[config.mk]
export PLATFORM = sky130hd
export DESIGN_NAME = clkroot_cfg_ctrl
export DESIGN_NICKNAME = d
export VERILOG_FILES = /design/src/rtl/clkroot_cfg_pkg.sv /design/src/rtl/ccr_update_seq.sv /design/src/rtl/ccr_shadow_bank.sv /design/src/rtl/ccr_active_bank.sv /design/src/rtl/clkroot_cfg_ctrl.sv
export SDC_FILE = /design/constraint.sdc
export NUM_CORES = 1
export LEC_CHECK = 0
export ABC_CLOCK_PERIOD_IN_PS = 3500
export BUFFER_PORTS_ARGS = -buffer_cell sky130_fd_sc_hd__buf_2
export CORE_MARGIN = 1
export CORE_UTILIZATION = 57
export CTS_CLUSTER_DIAMETER = 80
export DETAILED_ROUTE_END_ITERATION = 10
export GPL_TIMING_DRIVEN = 1
export HOLD_SLACK_MARGIN = 0.08
export PLACE_DENSITY_LB_ADDON = 0.08
export SLEW_MARGIN = 30
export SYNTH_ARGS = -nofsm -noshare
export SYNTH_HDL_FRONTEND = slang
export SYNTH_SLANG_ARGS = --single-unit
[constraint.sdc]
create_clock -name clk -period 3.5 [get_ports clk]
set_input_delay 0.35 -clock clk [delete_from_list [all_inputs] [get_ports clk]]
set_output_delay 0.35 -clock clk [all_outputs]
set_load 0.01 [all_outputs]
[src/rtl/clkroot_cfg_pkg.sv]
package clkroot_cfg_pkg;

  localparam int SRC_W  = 3;
  localparam int MODE_W = 2;

  // command word bit positions (software polls these)
  localparam int CMD_UPD_BIT   = 0;
  localparam int CMD_EN_BIT    = 1;
  localparam int CMD_DIRTY_LSB = 4;
  localparam int CMD_OFF_BIT   = 31;

  // config field positions (decoded by the datapath driver code)
  localparam int CFG_SRC_LSB  = 8;
  localparam int CFG_MODE_LSB = 12;

  // index of each fractional word inside the packed M/N/D arrays
  localparam int IDX_M = 0;
  localparam int IDX_N = 1;
  localparam int IDX_D = 2;
  localparam int NUM_FRAC = 3;

  typedef enum logic [2:0] {
    SEL_CMD = 3'd0,
    SEL_CFG = 3'd1,
    SEL_M   = 3'd2,
    SEL_N   = 3'd3,
    SEL_D   = 3'd4
  } reg_sel_e;

  function automatic logic [31:0] pack_cmd(input logic off, input logic d_dirty,
                                           input logic m_dirty, input logic n_dirty,
                                           input logic c_dirty, input logic en,
                                           input logic pend);
    logic [31:0] w;
    w = '0;
    w[CMD_OFF_BIT]       = off;
    w[CMD_DIRTY_LSB + 3] = d_dirty;
    w[CMD_DIRTY_LSB + 2] = m_dirty;
    w[CMD_DIRTY_LSB + 1] = n_dirty;
    w[CMD_DIRTY_LSB]     = c_dirty;
    w[CMD_EN_BIT]        = en;
    w[CMD_UPD_BIT]       = pend;
    return w;
  endfunction

  function automatic logic [31:0] pack_cfg(input logic [7:0] pre,
                                           input logic [SRC_W-1:0] src,
                                           input logic [MODE_W-1:0] mode);
    logic [31:0] w;
    w = '0;
    w[7:0] = pre;
    w[CFG_SRC_LSB +: SRC_W]   = src;
    w[CFG_MODE_LSB +: MODE_W] = mode;
    return w;
  endfunction

endpackage

[src/rtl/ccr_update_seq.sv]
module ccr_update_seq #(
  parameter int SYNC_CYC = 3
) (
  input  logic clk,
  input  logic rst_n,
  input  logic start_i,
  output logic pend_o,
  output logic commit_o
);
  localparam int CNT_W = (SYNC_CYC < 1) ? 1 : $clog2(SYNC_CYC + 1);
  localparam logic [CNT_W-1:0] CNT_LAST = CNT_W'(SYNC_CYC);

  logic             pend_q;
  logic [CNT_W-1:0] cnt_q;
  logic             win_done;

  assign commit_o = pend_q && (cnt_q == '0);
  assign win_done = pend_q && (cnt_q == CNT_LAST);
  assign pend_o   = pend_q;

  always_ff @(posedge clk) begin
    if (!rst_n) begin
      pend_q <= 1'b0;
      cnt_q  <= '0;
    end else if (!pend_q) begin
      if (start_i) begin
        pend_q <= 1'b1;
        cnt_q  <= '0;
      end
    end else if (win_done) begin
      pend_q <= 1'b0;
      cnt_q  <= '0;
    end else begin
      cnt_q <= cnt_q + CNT_W'(1);
    end
  end

  AST_WINDOW_BOUND: assert property (@(posedge clk) disable iff (!rst_n)
    pend_q |-> (cnt_q <= CNT_LAST));
  AST_WINDOW_ENDS: assert property (@(posedge clk) disable iff (!rst_n)
    win_done |=> !pend_q);
  AST_PEND_FROM_CMD: assert property (@(posedge clk) disable iff (!rst_n)
    $rose(pend_q) |-> $past(start_i));
  AST_NO_RESTART: assert property (@(posedge clk) disable iff (!rst_n)
    (pend_q && !win_done && start_i) |=> (pend_q && cnt_q == $past(cnt_q) + CNT_W'(1)));

endmodule

[src/rtl/ccr_shadow_bank.sv]
module ccr_shadow_bank
  import clkroot_cfg_pkg::*;
#(
  parameter int CFG_W = 10,
  parameter int MND_W = 8
) (
  input  logic                              clk,
  input  logic                              rst_n,
  input  logic                              commit_i,
  input  logic                              wr_cfg_i,
  input  logic [CFG_W-1:0]                  cfg_new_i,
  input  logic [NUM_FRAC-1:0]               wr_frac_i,
  input  logic [MND_W-1:0]                  frac_new_i,
  input  logic [CFG_W-1:0]                  act_cfg_i,
  input  logic [NUM_FRAC-1:0][MND_W-1:0]    act_frac_i,
  output logic [CFG_W-1:0]                  sh_cfg_o,
  output logic [NUM_FRAC-1:0][MND_W-1:0]    sh_frac_o,
  output logic                              dirty_cfg_o,
  output logic [NUM_FRAC-1:0]               dirty_frac_o
);

  logic [CFG_W-1:0] sh_cfg_q;
  logic             dirty_cfg_q;
  logic [CFG_W-1:0] cfg_ref;
  logic             cfg_differs;

  // on the commit edge the active value becomes today's shadow value
  assign cfg_ref     = commit_i ? sh_cfg_q : act_cfg_i;
  assign cfg_differs = wr_cfg_i && (cfg_new_i != cfg_ref);

  always_ff @(posedge clk) begin
    if (!rst_n) begin
      sh_cfg_q    <= '0;
      dirty_cfg_q <= 1'b0;
    end else begin
      if (wr_cfg_i) sh_cfg_q <= cfg_new_i;
      dirty_cfg_q <= (dirty_cfg_q && !commit_i) || cfg_differs;
    end
  end

  assign sh_cfg_o    = sh_cfg_q;
  assign dirty_cfg_o = dirty_cfg_q;

  AST_CFG_DIRTY_CLEAR: assert property (@(posedge clk) disable iff (!rst_n)
    (commit_i && !wr_cfg_i) |=> !dirty_cfg_q);
  AST_CFG_SAME_CLEAN: assert property (@(posedge clk) disable iff (!rst_n)
    (!dirty_cfg_q && !commit_i && wr_cfg_i && cfg_new_i == act_cfg_i) |=> !dirty_cfg_q);

  for (genvar gi = 0; gi < NUM_FRAC; gi++) begin : g_frac
    logic [MND_W-1:0] sh_q;
    logic             dirty_q;
    logic [MND_W-1:0] ref_val;
    logic             differs;

    assign ref_val = commit_i ? sh_q : act_frac_i[gi];
    assign differs = wr_frac_i[gi] && (frac_new_i != ref_val);

    always_ff @(posedge clk) begin
      if (!rst_n) begin
        sh_q    <= '0;
        dirty_q <= 1'b0;
      end else begin
        if (wr_frac_i[gi]) sh_q <= frac_new_i;
        dirty_q <= (dirty_q && !commit_i) || differs;
      end
    end

    assign sh_frac_o[gi]    = sh_q;
    assign dirty_frac_o[gi] = dirty_q;

    AST_FRAC_DIRTY_CLEAR: assert property (@(posedge clk) disable iff (!rst_n)
      (commit_i && !wr_frac_i[gi]) |=> !dirty_q);
    AST_FRAC_DIFF_SETS: assert property (@(posedge clk) disable iff (!rst_n)
      (!commit_i && wr_frac_i[gi] && frac_new_i != act_frac_i[gi]) |=> dirty_q);
  end

endmodule

[src/rtl/ccr_active_bank.sv]
module ccr_active_bank
  import clkroot_cfg_pkg::*;
#(
  parameter int CFG_W = 10,
  parameter int MND_W = 8
) (
  input  logic                           clk,
  input  logic                           rst_n,
  input  logic                           commit_i,
  input  logic [CFG_W-1:0]               sh_cfg_i,
  input  logic [NUM_FRAC-1:0][MND_W-1:0] sh_frac_i,
  output logic [CFG_W-1:0]               act_cfg_o,
  output logic [NUM_FRAC-1:0][MND_W-1:0] act_frac_o
);

  logic [CFG_W-1:0]               act_cfg_q;
  logic [NUM_FRAC-1:0][MND_W-1:0] act_frac_q;

  always_ff @(posedge clk) begin
    if (!rst_n) begin
      act_cfg_q  <= '0;
      act_frac_q <= '0;
    end else if (commit_i) begin
      act_cfg_q  <= sh_cfg_i;
      act_frac_q <= sh_frac_i;
    end
  end

  assign act_cfg_o  = act_cfg_q;
  assign act_frac_o = act_frac_q;

  AST_COMMIT_LOADS: assert property (@(posedge clk) disable iff (!rst_n)
    commit_i |=> (act_cfg_q == $past(sh_cfg_i) && act_frac_q == $past(sh_frac_i)));
  AST_ACTIVE_HOLDS: assert property (@(posedge clk) disable iff (!rst_n)
    !commit_i |=> ($stable(act_cfg_q) && $stable(act_frac_q)));

endmodule

[src/rtl/clkroot_cfg_ctrl.sv]
module clkroot_cfg_ctrl
  import clkroot_cfg_pkg::*;
#(
  parameter int PREDIV_W = 5,
  parameter int MND_W    = 8,
  parameter int SYNC_CYC = 3
) (
  input  logic                clk,
  input  logic                rst_n,
  input  logic                bus_wr,
  input  logic [4:0]          bus_addr,
  input  logic [31:0]         bus_wdata,
  output logic [31:0]         bus_rdata,
  input  logic                root_on_i,
  input  logic                ext_en_i,
  output logic                root_en_o,
  output logic [2:0]          act_src_o,
  output logic [1:0]          act_mode_o,
  output logic [PREDIV_W-1:0] act_prediv_o,
  output logic [MND_W-1:0]    act_m_o,
  output logic [MND_W-1:0]    act_n_o,
  output logic [MND_W-1:0]    act_d_o
);
  localparam int CFG_W = SRC_W + MODE_W + PREDIV_W;

  // decode
  reg_sel_e sel;
  logic     aligned;
  logic     wr_cmd, wr_cfg;
  logic [NUM_FRAC-1:0] wr_frac;
  logic     upd_start;

  assign sel     = reg_sel_e'(bus_addr[4:2]);
  assign aligned = (bus_addr[1:0] == 2'b00);

  always_comb begin
    wr_cmd  = 1'b0;
    wr_cfg  = 1'b0;
    wr_frac = '0;
    if (bus_wr && aligned) begin
      unique case (sel)
        SEL_CMD: wr_cmd          = 1'b1;
        SEL_CFG: wr_cfg          = 1'b1;
        SEL_M:   wr_frac[IDX_M]  = 1'b1;
        SEL_N:   wr_frac[IDX_N]  = 1'b1;
        SEL_D:   wr_frac[IDX_D]  = 1'b1;
        default: ;
      endcase
    end
  end

  assign upd_start = wr_cmd && bus_wdata[CMD_UPD_BIT];

  logic unused_wdata;
  assign unused_wdata = ^bus_wdata;

  // config packed as {src, mode, prediv}
  logic [CFG_W-1:0] cfg_new;
  assign cfg_new = {bus_wdata[CFG_SRC_LSB +: SRC_W],
                    bus_wdata[CFG_MODE_LSB +: MODE_W],
                    bus_wdata[PREDIV_W-1:0]};

  // enable request
  logic en_req_q;
  always_ff @(posedge clk) begin
    if (!rst_n)      en_req_q <= 1'b0;
    else if (wr_cmd) en_req_q <= bus_wdata[CMD_EN_BIT];
  end

  // update handshake
  logic pend, commit;
  ccr_update_seq #(.SYNC_CYC(SYNC_CYC)) u_seq (
    .clk      (clk),
    .rst_n    (rst_n),
    .start_i  (upd_start),
    .pend_o   (pend),
    .commit_o (commit)
  );

  // shadow and active copies
  logic [CFG_W-1:0]               sh_cfg, act_cfg;
  logic [NUM_FRAC-1:0][MND_W-1:0] sh_frac, act_frac;
  logic                           dirty_cfg;
  logic [NUM_FRAC-1:0]            dirty_frac;

  ccr_shadow_bank #(.CFG_W(CFG_W), .MND_W(MND_W)) u_shadow (
    .clk          (clk),
    .rst_n        (rst_n),
    .commit_i     (commit),
    .wr_cfg_i     (wr_cfg),
    .cfg_new_i    (cfg_new),
    .wr_frac_i    (wr_frac),
    .frac_new_i   (bus_wdata[MND_W-1:0]),
    .act_cfg_i    (act_cfg),
    .act_frac_i   (act_frac),
    .sh_cfg_o     (sh_cfg),
    .sh_frac_o    (sh_frac),
    .dirty_cfg_o  (dirty_cfg),
    .dirty_frac_o (dirty_frac)
  );

  ccr_active_bank #(.CFG_W(CFG_W), .MND_W(MND_W)) u_active (
    .clk        (clk),
    .rst_n      (rst_n),
    .commit_i   (commit),
    .sh_cfg_i   (sh_cfg),
    .sh_frac_i  (sh_frac),
    .act_cfg_o  (act_cfg),
    .act_frac_o (act_frac)
  );

  // status
  logic root_off;
  assign root_en_o = en_req_q || ext_en_i;
  assign root_off  = !(root_on_i || root_en_o);

  // read path
  always_comb begin
    bus_rdata = '0;
    if (aligned) begin
      unique case (sel)
        SEL_CMD: bus_rdata = pack_cmd(root_off, dirty_frac[IDX_D], dirty_frac[IDX_M],
                                      dirty_frac[IDX_N], dirty_cfg, en_req_q, pend);
        SEL_CFG: bus_rdata = pack_cfg(8'(sh_cfg[PREDIV_W-1:0]),
                                      sh_cfg[CFG_W-1 -: SRC_W],
                                      sh_cfg[PREDIV_W +: MODE_W]);
        SEL_M:   bus_rdata = 32'(sh_frac[IDX_M]);
        SEL_N:   bus_rdata = 32'(sh_frac[IDX_N]);
        SEL_D:   bus_rdata = 32'(sh_frac[IDX_D]);
        default: bus_rdata = '0;
      endcase
    end
  end

  // active outputs
  assign act_src_o    = act_cfg[CFG_W-1 -: SRC_W];
  assign act_mode_o   = act_cfg[PREDIV_W +: MODE_W];
  assign act_prediv_o = act_cfg[PREDIV_W-1:0];
  assign act_m_o      = act_frac[IDX_M];
  assign act_n_o      = act_frac[IDX_N];
  assign act_d_o      = act_frac[IDX_D];

  AST_EN_REQ_RUNS: assert property (@(posedge clk) disable iff (!rst_n)
    (wr_cmd && bus_wdata[CMD_EN_BIT]) |=> (root_en_o && !root_off));
  AST_OFF_NEEDS_IDLE: assert property (@(posedge clk) disable iff (!rst_n)
    root_off |-> (!root_on_i && !ext_en_i && !en_req_q));

endmodule

==> flow_metrics.tcl, run 1 <==
set metrics [dict create \
    ff2ff_setup_slack_ns 1.17 \
    hold_violations 0 \
    global_route.overflow_total 0 \
    hpwl_um 7281 \
    ff_latch_area_sq_um 1521 \
    worst_ep_required_time_ns 3.72 \
    tritoncts_num_sinks 76 \
    die_height_um 87.93 \
    hp-start "bus_wdata[9]" \
    worst_hold_path_type "in2reg" \
    netlist_area_sq_um 4209 \
    cellLeakagePower_nw 2.046 \
    synthArstFlopShare 0 \
    worst-r2r-cell-count 7 \
    placementRows 30 \
    drtIter0Drc 254 \
    synth-xor-area-share 0.04786 \
    wire_per_inst_um 15.95 \
    worstMarginPinSlew_ns 0.7768 \
    dp_cells 648 \
    grt_start_max_net_pins 47 \
    ctsHtreeMaxLevel 3 \
    vias_in_the_first_global_route 3398 \
    muxShareOfSynthArea 0.1165 \
    initial_utilization 0.6061 \
    post-route-period-util 0.6649 \
    postSynthCellCount 513 \
    drt_drc_violations_left 0 \
    critical_path.cell_chain "inv_1, ha_1, nand2_2, mux2i_1, xnor2_1, nor4_1, a221oi_1" \
    final_critical_path_setup_slack_ns 1.173 \
    min_to "u_shadow.sh_cfg_o[8]" \
    max_slew_margin 0.4803 \
    fin_nets 607 \
    die_width_um 87.93 \
    flip_flop_and_latch_count_after_synthesis 76 \
    crit_buf_inv 1 \
    fmax_mhz 429.7 \
    fin_cells 663 \
    reg2reg_from "u_seq.cnt_q[0]" \
    finalClockSkew_ns 0.009630 \
    synth-edff-count 0 \
    cts_tree "done" \
    critical_path_type "reg2reg" \
    worstSetupPathDepth 7 \
    crit_path_start_kind "flip-flop" \
    postCtsSetupBuffers 0 \
    ir_drop_mv 0.1920 \
    rsz0062_at_grt "no" \
    syn_area_per_cell_sq_um 8.205 \
    setup_viol 0 \
    antenna_found_initial 0 \
    largest_cells_by_area_after_synthesis "sky130_fd_sc_hd__dfxtp_1 36%, sky130_fd_sc_hd__mux2i_1 9.5%, sky130_fd_sc_hd__nor2_1 6.4%" \
    power-per-cell-area_nw_per_um2 373.8 \
    total_count_of_max_transition_violations_in_the_final_report 0 \
    first_pass_grt_wire_length_um 16950 \
    synth_top_family_by_area "simple AND/OR/NAND/NOR gates" \
    cts-resized-gates 0 \
    cpMaxStageDelayCell "sky130_fd_sc_hd__nand2_2" \
    synthesis.yosys.warnings 0 \
    io_pins 109 \
    final_layout_size_suffix_gt1_frac 0.1817 \
    p_r_area_growth_vs_syn_pct 11.44 \
    postCtsHoldBufs 0 \
    port_buffers 71 \
    drt-vias-per-instance 5.679 \
    num_vias 3765 \
    setup_tns_ns 0 \
    netlist-cell-type-count 59 \
    netlist.area_leader.share 0.3615 \
    grt.total_usage 0.2894 \
    critical_path.max_stage_delay_ns 0.59 \
    regToRegEndpoint "u_shadow.g_frac[2].dirty_q" \
    antennaDiodeCount 0 \
    clock_path_buffers 2 \
    routabilityCongestion 0.8539 \
    antenna_left 0 \
    filler_cells 616 \
    dpl_worst_slack_ns 1.226 \
    synth-compound-area-share 0.1555 \
    cap_viol_max_count 0 \
    timing.critical_path.fanout_max 36 \
    worst_setup_hold_path_clk_slew_ns 0.08 \
    timing.critical_path.max_delay_family "simple AND/OR/NAND/NOR gates" \
    cts_root_buf "sky130_fd_sc_hd__clkbuf_8" \
    post_synth_most_frequent_cells "76 x sky130_fd_sc_hd__dfxtp_1, 72 x sky130_fd_sc_hd__nor2_1, 65 x sky130_fd_sc_hd__nand2_1" \
    route.final.wire_length_um 10580 \
    result_of_the_run "finished clean" \
    yosys.cell_count.top_type "sky130_fd_sc_hd__dfxtp_1" \
    worst-endpoint-arrival_ns 2.55 \
    synth_fa_ha_area_frac 0.005945 \
    hold_path_depth 3 \
    synth_largest_area_cell "sky130_fd_sc_hd__dfxtp_1" \
    die-area_sq_um 7732 \
    clk_latency_ns 0.36 \
    drt_first_pass_iters 5 \
    area_of_the_placeable_core_sq_um 6944 \
    synth_simple_gate_area_frac 0.2247 \
    multi_input_comb_area_sq_um 2385 \
    period_minus_slack_ns 2.327 \
    crit_path_end_kind "flip-flop" \
    synth_sequential_area_ratio 0.3615 \
    cts-buffers-inserted 9 \
    yosys_most_used_dff "sky130_fd_sc_hd__dfxtp_1" \
]
worst min-delay path: stages:
cell and delay [ns]:
sky130_fd_sc_hd__buf_2 0.10, sky130_fd_sc_hd__mux2i_1 0.06, sky130_fd_sc_hd__nor2_1 0.07
state kept, by name, indices dropped and copies added, names as in the netlist:
| name | cells |
|---|---|
| u_seq.pend_o | 1 |
| u_seq.cnt_q | 2 |
| u_shadow.dirty_cfg_o | 1 |
| u_active.act_cfg_o | 10 |
| en_req_q | 1 |
| u_shadow.g_frac.dirty_q | 3 |
| u_shadow.sh_cfg_o | 10 |
| u_shadow.g_frac.sh_q | 24 |
| u_active.act_frac_o | 24 |
worst max path at each step:
stage | startpoint | end
final | u_seq.cnt_q[0] | u_shadow.g_frac[2].dirty_q
after global routing | u_seq.cnt_q[0] | u_shadow.dirty_cfg_o
after CTS | u_seq.cnt_q[0] | u_shadow.g_frac[2].dirty_q
after detailed placement | u_seq.cnt_q[0] | u_shadow.g_frac[2].dirty_q
after global placement | u_seq.cnt_q[0] | u_shadow.g_frac[0].dirty_q
after floorplan | u_seq.cnt_q[0] | u_shadow.g_frac[0].dirty_q
placed cells by master (no fill, tap or decap), types with 9 or more instances in the layout:
| cell | count |
|---|---|
| sky130_fd_sc_hd__mux2i_1 | 40 |
| sky130_fd_sc_hd__nand2b_1 | 9 |
| sky130_fd_sc_hd__dfxtp_1 | 76 |
| sky130_fd_sc_hd__conb_1 | 18 |
| sky130_fd_sc_hd__buf_2 | 71 |
| sky130_fd_sc_hd__inv_1 | 13 |
| sky130_fd_sc_hd__nor2_1 | 72 |
| sky130_fd_sc_hd__clkbuf_8 | 10 |
| sky130_fd_sc_hd__xnor2_1 | 9 |
| sky130_fd_sc_hd__a21oi_1 | 38 |
| sky130_fd_sc_hd__nand2_1 | 65 |
| sky130_fd_sc_hd__xor2_1 | 14 |
| sky130_fd_sc_hd__a22oi_1 | 13 |
layout make-up:
cell class                      instances  area share
Clock inverter                          4     0.01574
Timing Repair Buffer                   76     0.08376
Multi-Input combinational cell        385      0.5084
Sequential cell                        76      0.3244
Inverter                               15     0.01200
Clock buffer                           11     0.03014
Tap cell                               96     0.02561
power breakdown:
group | internal, mW | switching (mW)
combinational | 0.0440 | 0.100
sequential | 0.868 | 0.00441
clock | 0.418 | 0.320
total | 1.33 | 0.424
stage by stage:
step                area, sq um  utilization  power (mW)  hold slack, ns
finish                     4691       0.6755       1.754          0.2719
floorplan                  4273            -       1.006          0.4530
CTS                        4691       0.6755       1.763          0.2630
global placement           4476       0.6445       1.032          0.4603
detailed placement         4476       0.6445       1.033          0.4634
global route               4691       0.6755       1.816          0.3073
kinds of logic after synthesis:
| kind of cell | after synthesis |
|---|---|
| multiplexers | 48 |
| other | 1 |
| buffers and inverters | 69 |
| adder cells (fa/ha/maj) | 2 |
| AND/OR/NAND/NOR | 198 |
| flip-flops | 76 |
| AO/OA/AOI/OAI | 96 |
| XOR/XNOR | 23 |
layer usage:
metal	wire, um	up-vias	share of wire	global-route usage
li1	-	1833	-	-
met5	0	-	0	0
met4	210	0	0.020	0.1207
met2	4825	133	0.46	0.4440
met1	4949	1781	0.47	0.4090
met3	589	18	0.056	0.03864
No activity file was read; power rests on OpenSTA's default activity.
==> run 2, diff against run 1 <==
--- a/config.mk
+++ b/config.mk
@@ -5,10 +5,11 @@
 export SDC_FILE = /design/constraint.sdc
 export NUM_CORES = 1
 export LEC_CHECK = 0
-export ABC_CLOCK_PERIOD_IN_PS = 3500
+export ABC_AREA = 1
+export ABC_CLOCK_PERIOD_IN_PS = 2200
 export BUFFER_PORTS_ARGS = -buffer_cell sky130_fd_sc_hd__buf_2
 export CORE_MARGIN = 1
-export CORE_UTILIZATION = 57
+export CORE_UTILIZATION = 53
 export CTS_CLUSTER_DIAMETER = 80
 export DETAILED_ROUTE_END_ITERATION = 10
 export GPL_TIMING_DRIVEN = 1
==> constraint.sdc (replaced) <==
create_clock -name clk -period 2.2 [get_ports clk]
set_input_delay 0.22 -clock clk [delete_from_list [all_inputs] [get_ports clk]]
set_output_delay 0.22 -clock clk [all_outputs]
set_load 0.01 [all_outputs]
==> run 2 against run 1 <==
Cell count grew 14%. Sequential power grew 61%. Global-route usage shrank 2.7 points. Synthesized cell count grew 15%. Critical path depth grew 6. Total power grew 44%. Non-clock buffer count grew 3. Clock skew shrank 0.0018 ns. Flip-flop and latch count is the same. Utilization shrank 5.5 points. Sequential share of layout area grew 1.6 points.
==> flow_metrics.tcl, run 2 <==
set metrics [dict create \
    result_of_the_run "finished clean" \
    synthesis.yosys.warnings 0 \
    largest_cells_by_area_after_synthesis "sky130_fd_sc_hd__dfxtp_1 39%, sky130_fd_sc_hd__nand2_1 15%, sky130_fd_sc_hd__inv_1 6.9%" \
    worst_setup_hold_path_clk_slew_ns 0.07 \
    area_of_the_placeable_core_sq_um 7214 \
    fmax_mhz 532.1 \
    regToRegEndpoint "u_shadow.g_frac[2].dirty_q" \
    worst_ep_required_time_ns 2.41 \
    final_design_area_excluding_fillers_sq_um 4473 \
    die_width_um 88.26 \
    synth_largest_area_cell "sky130_fd_sc_hd__dfxtp_1" \
    grt_start_max_net_pins 42 \
    antenna_left 0 \
    tritoncts_num_sinks 76 \
    port_buffers 71 \
    hold_violations 0 \
    cts_root_buf "sky130_fd_sc_hd__clkbuf_8" \
    total_count_of_max_transition_violations_in_the_final_report 0 \
    postSynthCellCount 592 \
    first_pass_grt_wire_length_um 15810 \
    syn_area_per_cell_sq_um 6.662 \
    mostFrequentLayoutCell "sky130_fd_sc_hd__nand2_1" \
    cts_tree "done" \
    clock_path_buffers 2 \
    die-area_sq_um 7790 \
    post_synth_most_frequent_cells "159 x sky130_fd_sc_hd__nand2_1, 76 x sky130_fd_sc_hd__dfxtp_1, 73 x sky130_fd_sc_hd__inv_1" \
    placementRows 31 \
    netlist_area_sq_um 3944 \
    final_layout_size_suffix_gt1_frac 0.1593 \
    global_route.overflow_total 0 \
    routabilityCongestion 0.8214 \
    antennaDiodeCount 0 \
    route.final.wire_length_um 9749 \
    postCtsSetupBuffers 0 \
    worst-r2r-cell-count 13 \
    flip_flop_and_latch_count_after_synthesis 76 \
    drt-vias-per-instance 5.112 \
    drt_drc_violations_left 0 \
    ctsHtreeMaxLevel 3 \
    mostFrequentLayoutCells "159 x sky130_fd_sc_hd__nand2_1, 76 x sky130_fd_sc_hd__dfxtp_1, 73 x sky130_fd_sc_hd__inv_1, 71 x sky130_fd_sc_hd__buf_2, 54 x sky130_fd_sc_hd__a21oi_1" \
    cts-resized-gates 0 \
    cap_viol_max_count 0 \
    cts-buffers-inserted 9 \
    rsz0062_at_grt "no" \
    clk_latency_ns 0.34 \
    io_pins 109 \
    crit_path_start_kind "flip-flop" \
    yosys_most_used_dff "sky130_fd_sc_hd__dfxtp_1" \
    wire_per_inst_um 12.86 \
    critical_path_type "reg2reg" \
    power-per-cell-area_nw_per_um2 565.1 \
    vias_in_the_first_global_route 3442 \
    netlist.area_leader.share 0.3858 \
    worstMarginPinSlew_ns 0.6230 \
    final_core_utilization 0.6200 \
    setup_viol 0 \
    synthArstFlopShare 0 \
    timing.critical_path.fanout_max 41 \
    hold_path_depth 3 \
    worst-endpoint-arrival_ns 2.09 \
    post-route-period-util 0.8542 \
    fin_nets 700 \
    cellLeakagePower_nw 2.193 \
    finalClockSkew_ns 0.007790 \
    critical_path.endpoint "u_shadow.g_frac[2].dirty_q" \
    cp-startpoint "u_seq.cnt_q[0]" \
    postCtsHoldBufs 0 \
    yosys.cell_count.top_type "sky130_fd_sc_hd__nand2_1" \
    synth_sequential_area_ratio 0.3858 \
    synth-edff-count 0 \
    grt.total_usage 0.2621 \
    drtIter0Drc 190 \
    drt_first_pass_iters 4 \
    setup_tns_ns 0 \
    max_slew_margin 0.5842 \
    initial_utilization 0.5467 \
    num_vias 3875 \
    crit_path_end_kind "flip-flop" \
    worst_hold_path_type "in2reg" \
    dpl_cell_area_sq_um 4317 \
    hpwl_um 6931 \
    ff2ff_setup_slack_ns 0.32 \
    antenna_found_initial 0 \
    reg2reg_from "u_seq.cnt_q[0]" \
    ir_drop_mv 0.3023 \
    p_r_area_growth_vs_syn_pct 13.42 \
    die_height_um 88.26 \
    period_minus_slack_ns 1.879 \
    netlist-cell-type-count 31 \
    filler_cells 736 \
]
run 2: per-layer routing:
| layer | wire (um) | vias up | GRT usage |
|---|---|---|---|
| li1 | - | 2017 | - |
| met1 | 4483 | 1749 | 0.3423 |
| met2 | 4670 | 89 | 0.4336 |
| met3 | 418 | 20 | 0.03918 |
| met4 | 176 | 0 | 0.1100 |
| met5 | 0 | - | 0 |
run 2: worst min path at each step:
stage | to | from | slack (ns)
6_report | u_shadow.sh_cfg_o[6] | bus_wdata[13] | 0.13
5_1_grt | u_shadow.sh_cfg_o[6] | bus_wdata[13] | 0.14
4_1_cts | u_shadow.sh_cfg_o[6] | bus_wdata[13] | 0.12
3_5_place_dp | u_shadow.g_frac[0].dirty_q | u_shadow.g_frac[0].dirty_q | 0.45
3_3_place_gp | u_seq.cnt_q[0] | u_seq.cnt_q[0] | 0.44
2_1_floorplan | u_shadow.sh_cfg_o[6] | bus_wdata[13] | 0.35
run 2: kinds of logic after synthesis:
group           share of synthesized area
flops                              0.3858
compound gates                     0.1938
simple gates                       0.2760
other cells                     0.0009509
buf+inv                            0.1371
fa+ha+maj                        0.006344
run 2: report_power, final:
part | total [mW] | switching [mW] | internal [mW]
Clock | 0.907 | 0.484 | 0.423
Combinational | 0.224 | 0.158 | 0.0658
Sequential | 1.40 | 0.00920 | 1.39
run 2: stage by stage:
step | hold WS, ns | cells | setup WS [ns] | power, mW
after floorplan | 0.3476 | 609 | 0.6283 | 1.597
after global placement | 0.4449 | 744 | 0.4217 | 1.649
after detailed placement | 0.4550 | 744 | 0.3529 | 1.652
after CTS | 0.1225 | 758 | 0.3417 | 2.541
after global routing | 0.1367 | 758 | 0.1531 | 2.632
final | 0.1280 | 758 | 0.3207 | 2.528
run 2: critical path: stages, from the launching register on:
cell	delay, ns
sky130_fd_sc_hd__dfxtp_1	0.37
sky130_fd_sc_hd__inv_1	0.07
sky130_fd_sc_hd__ha_1	0.24
sky130_fd_sc_hd__nand2_4	0.12
sky130_fd_sc_hd__buf_12	0.20
sky130_fd_sc_hd__nand2_1	0.09
sky130_fd_sc_hd__o21ai_0	0.11
sky130_fd_sc_hd__nand2_1	0.09
sky130_fd_sc_hd__nand2_1	0.07
sky130_fd_sc_hd__nand2_1	0.06
sky130_fd_sc_hd__nor2_1	0.16
sky130_fd_sc_hd__nand2_1	0.07
sky130_fd_sc_hd__nand2_1	0.05
sky130_fd_sc_hd__a21oi_1	0.06
run 2: final cells by class:
| type | count | area (sq um) | share of cell area |
|---|---|---|---|
| sequential | 76 | 1521 | 0.3401 |
| inverter | 76 | 285.3 | 0.06378 |
| clock buffer | 11 | 141.4 | 0.03161 |
| tap | 99 | 123.9 | 0.02769 |
| clock inverter | 3 | 15.01 | 0.003357 |
| multi-input combinational | 414 | 1946 | 0.4350 |
| timing repair buffer | 79 | 440.4 | 0.09846 |
==> run 3, diff against run 2 <==
--- a/config.mk
+++ b/config.mk
@@ -9,7 +9,7 @@
 export ABC_CLOCK_PERIOD_IN_PS = 2200
 export BUFFER_PORTS_ARGS = -buffer_cell sky130_fd_sc_hd__buf_2
 export CORE_MARGIN = 1
-export CORE_UTILIZATION = 53
+export CORE_UTILIZATION = 54
 export CTS_CLUSTER_DIAMETER = 80
 export DETAILED_ROUTE_END_ITERATION = 10
 export GPL_TIMING_DRIVEN = 1
@@ -18,4 +18,5 @@
 export SLEW_MARGIN = 30
 export SYNTH_ARGS = -nofsm -noshare
 export SYNTH_HDL_FRONTEND = slang
+export SYNTH_HIERARCHICAL = 1
 export SYNTH_SLANG_ARGS = --single-unit
==> run 3 against run 2 <==
Utilization grew 0.23 points. Clock power grew 42%. Clock skew grew 0.0027 ns. Die area grew 14%. Worst setup slack gained 0.030 ns. Critical path depth grew 2. Highest routed layer unchanged.
==> flow_metrics.tcl, run 3 <==
set metrics [dict create \
    wire_per_inst_um 12.54 \
    crit_path_end_kind "flip-flop" \
    postCtsSetupBuffers 0 \
    setup_viol 0 \
    total_count_of_max_transition_violations_in_the_final_report 0 \
    cap_viol_max_count 0 \
    worstMarginPinSlew_ns 0.6303 \
    mostFrequentLayoutCell "sky130_fd_sc_hd__nand2_1" \
    grt.total_usage 0.2712 \
    io_pins 109 \
    drtIter0Drc 291 \
    cts-resized-gates 0 \
    fin_nets 849 \
    route.final.wire_length_um 11480 \
    area_of_the_placeable_core_sq_um 8217 \
    crit_path_start_kind "flip-flop" \
    cellLeakagePower_nw 2.469 \
    ctsHtreeMaxLevel 3 \
    ir_drop_mv 0.4088 \
    netlist.area_leader.share 0.3317 \
    drt_first_pass_iters 5 \
    postSynthCellCount 755 \
    num_vias 4704 \
    worst_setup_hold_path_clk_slew_ns 0.08 \
    power-per-cell-area_nw_per_um2 579.3 \
    rsz0062_at_grt "no" \
    result_of_the_run "finished clean" \
    synthesis.yosys.warnings 6 \
    clock_path_buffers 2 \
    worst-endpoint-arrival_ns 2.10 \
    post-route-period-util 0.8404 \
    mostFrequentLayoutCells "264 x sky130_fd_sc_hd__nand2_1, 103 x sky130_fd_sc_hd__nor2_1, 80 x sky130_fd_sc_hd__inv_1, 76 x sky130_fd_sc_hd__dfxtp_1, 71 x sky130_fd_sc_hd__buf_2" \
    hold_violations 0 \
    synth-edff-count 0 \
    flip_flop_and_latch_count_after_synthesis 76 \
    worst_hold_path_type "in2reg" \
    vias_in_the_first_global_route 3949 \
    max_slew_margin 0.5788 \
    cts-buffers-inserted 9 \
    final_layout_size_suffix_gt1_frac 0.1383 \
    clk_latency_ns 0.36 \
    antenna_found_initial 0 \
    routabilityCongestion 0.8586 \
    die-area_sq_um 8867 \
    antenna_left 0 \
    die_width_um 94.17 \
    postCtsHoldBufs 0 \
    synth_sequential_area_ratio 0.3317 \
    cts_root_buf "sky130_fd_sc_hd__clkbuf_8" \
    yosys.cell_count.top_type "sky130_fd_sc_hd__nand2_1" \
    post_synth_most_frequent_cells "264 x sky130_fd_sc_hd__nand2_1, 103 x sky130_fd_sc_hd__nor2_1, 81 x sky130_fd_sc_hd__inv_1" \
    largest_cells_by_area_after_synthesis "sky130_fd_sc_hd__dfxtp_1 33%, sky130_fd_sc_hd__nand2_1 22%, sky130_fd_sc_hd__nor2_1 8.4%" \
    p_r_area_growth_vs_syn_pct 11.48 \
    global_route.overflow_total 0 \
    die_height_um 94.17 \
    worst_ep_required_time_ns 2.45 \
    syn_area_per_cell_sq_um 6.075 \
    grt_start_max_net_pins 74 \
    period_minus_slack_ns 1.849 \
    initial_utilization 0.5582 \
    drt_drc_violations_left 0 \
    critical_path_type "reg2reg" \
    synthArstFlopShare 0 \
    yosys_most_used_dff "sky130_fd_sc_hd__dfxtp_1" \
    fmax_mhz 540.9 \
    setup_tns_ns 0 \
    placementRows 33 \
    tritoncts_num_sinks 76 \
    timing.critical_path.fanout_max 29 \
    netlist-cell-type-count 29 \
    finalClockSkew_ns 0.01047 \
    first_pass_grt_wire_length_um 18740 \
    port_buffers 71 \
    final_core_utilization 0.6224 \
    hpwl_um 7858 \
    netlist_area_sq_um 4587 \
    drt-vias-per-instance 5.141 \
    cts_tree "done" \
    antennaDiodeCount 0 \
    synth_largest_area_cell "sky130_fd_sc_hd__dfxtp_1" \
]
[run 3: final timing paths]
check	depth (start not counted)	slack (ns)	start	endpoint
max	15	0.35	u_seq/cnt_q[0]	u_shadow/dirty_cfg_o
max reg2reg	15	0.35	u_seq/cnt_q[0]	u_shadow/dirty_cfg_o
min reg2reg	2	0.48	u_shadow/g_frac[2].dirty_q	u_shadow/g_frac[2].dirty_q
min	3	0.12	bus_wdata[10]	u_shadow/sh_cfg_o[9]
[run 3: power breakdown]
| group | internal [mW] | switching, mW |
|---|---|---|
| Combinational | 0.0810 | 0.188 |
| Sequential | 1.39 | 0.0138 |
| Clock | 0.749 | 0.541 |
| Total | 2.22 | 0.743 |
[run 3: worst max-delay path, cell delays in order (launching register included)]
cell                       delay (ns)
sky130_fd_sc_hd__dfxtp_1         0.37
sky130_fd_sc_hd__inv_1           0.06
sky130_fd_sc_hd__ha_1            0.19
sky130_fd_sc_hd__nand2_1         0.07
sky130_fd_sc_hd__clkinv_2        0.11
sky130_fd_sc_hd__inv_2           0.08
sky130_fd_sc_hd__buf_12          0.17
sky130_fd_sc_hd__nand2_1         0.09
sky130_fd_sc_hd__nand2_1         0.06
sky130_fd_sc_hd__nand2_1         0.04
sky130_fd_sc_hd__nand2_1         0.07
sky130_fd_sc_hd__nand2_1         0.06
sky130_fd_sc_hd__nor2_1          0.10
sky130_fd_sc_hd__nand3_1         0.08
sky130_fd_sc_hd__nand2_1         0.10
sky130_fd_sc_hd__a21oi_1         0.07
[run 3: cells by family (layout without fill, tap and decap cells)]
logic type	Yosys count	count (layout)	synth area share
AO/OA/AOI/OAI	96	96	0.1105
XOR/XNOR	4	4	0.007637
adder cells (fa/ha/maj)	2	2	0.005455
buffers and inverters	145	183	0.1590
other	1	18	0.0008175
AND/OR/NAND/NOR	431	431	0.3849
flip-flops	76	76	0.3317
[run 3: cell type report]
class | instances | area (sq um)
clock inverters | 7 | 115.1
clock buffers | 9 | 123.9
multi-input cells | 551 | 2419
fillers | 833 | 3103
repair buffers | 80 | 473.0
well taps | 105 | 131.4
inverters | 87 | 330.3
flip-flops and latches | 76 | 1521
[run 3: routing by layer]
metal	global-route usage	up-vias	wire, um	part of all wire
li1	-	2418	-	-
met1	0.3661	2150	5401	0.47
met2	0.4396	127	5418	0.47
met3	0.03236	9	516	0.045
met4	0.1013	0	142	0.012
met5	0	-	0	0
[run 3: stage by stage]
step	instances	worst slack [ns]	hold slack (ns)	total power [mW]	cell area, sq um
5_1_grt	915	0.1304	0.1246	3.086	5114
3_5_place_dp	899	0.3732	0.4653	1.701	4875
2_1_floorplan	772	0.5423	0.3415	1.640	4651
4_1_cts	915	0.3477	0.1072	2.994	5114
6_report	915	0.3511	0.1247	2.962	5114
3_3_place_gp	899	0.3979	0.4546	1.695	4875
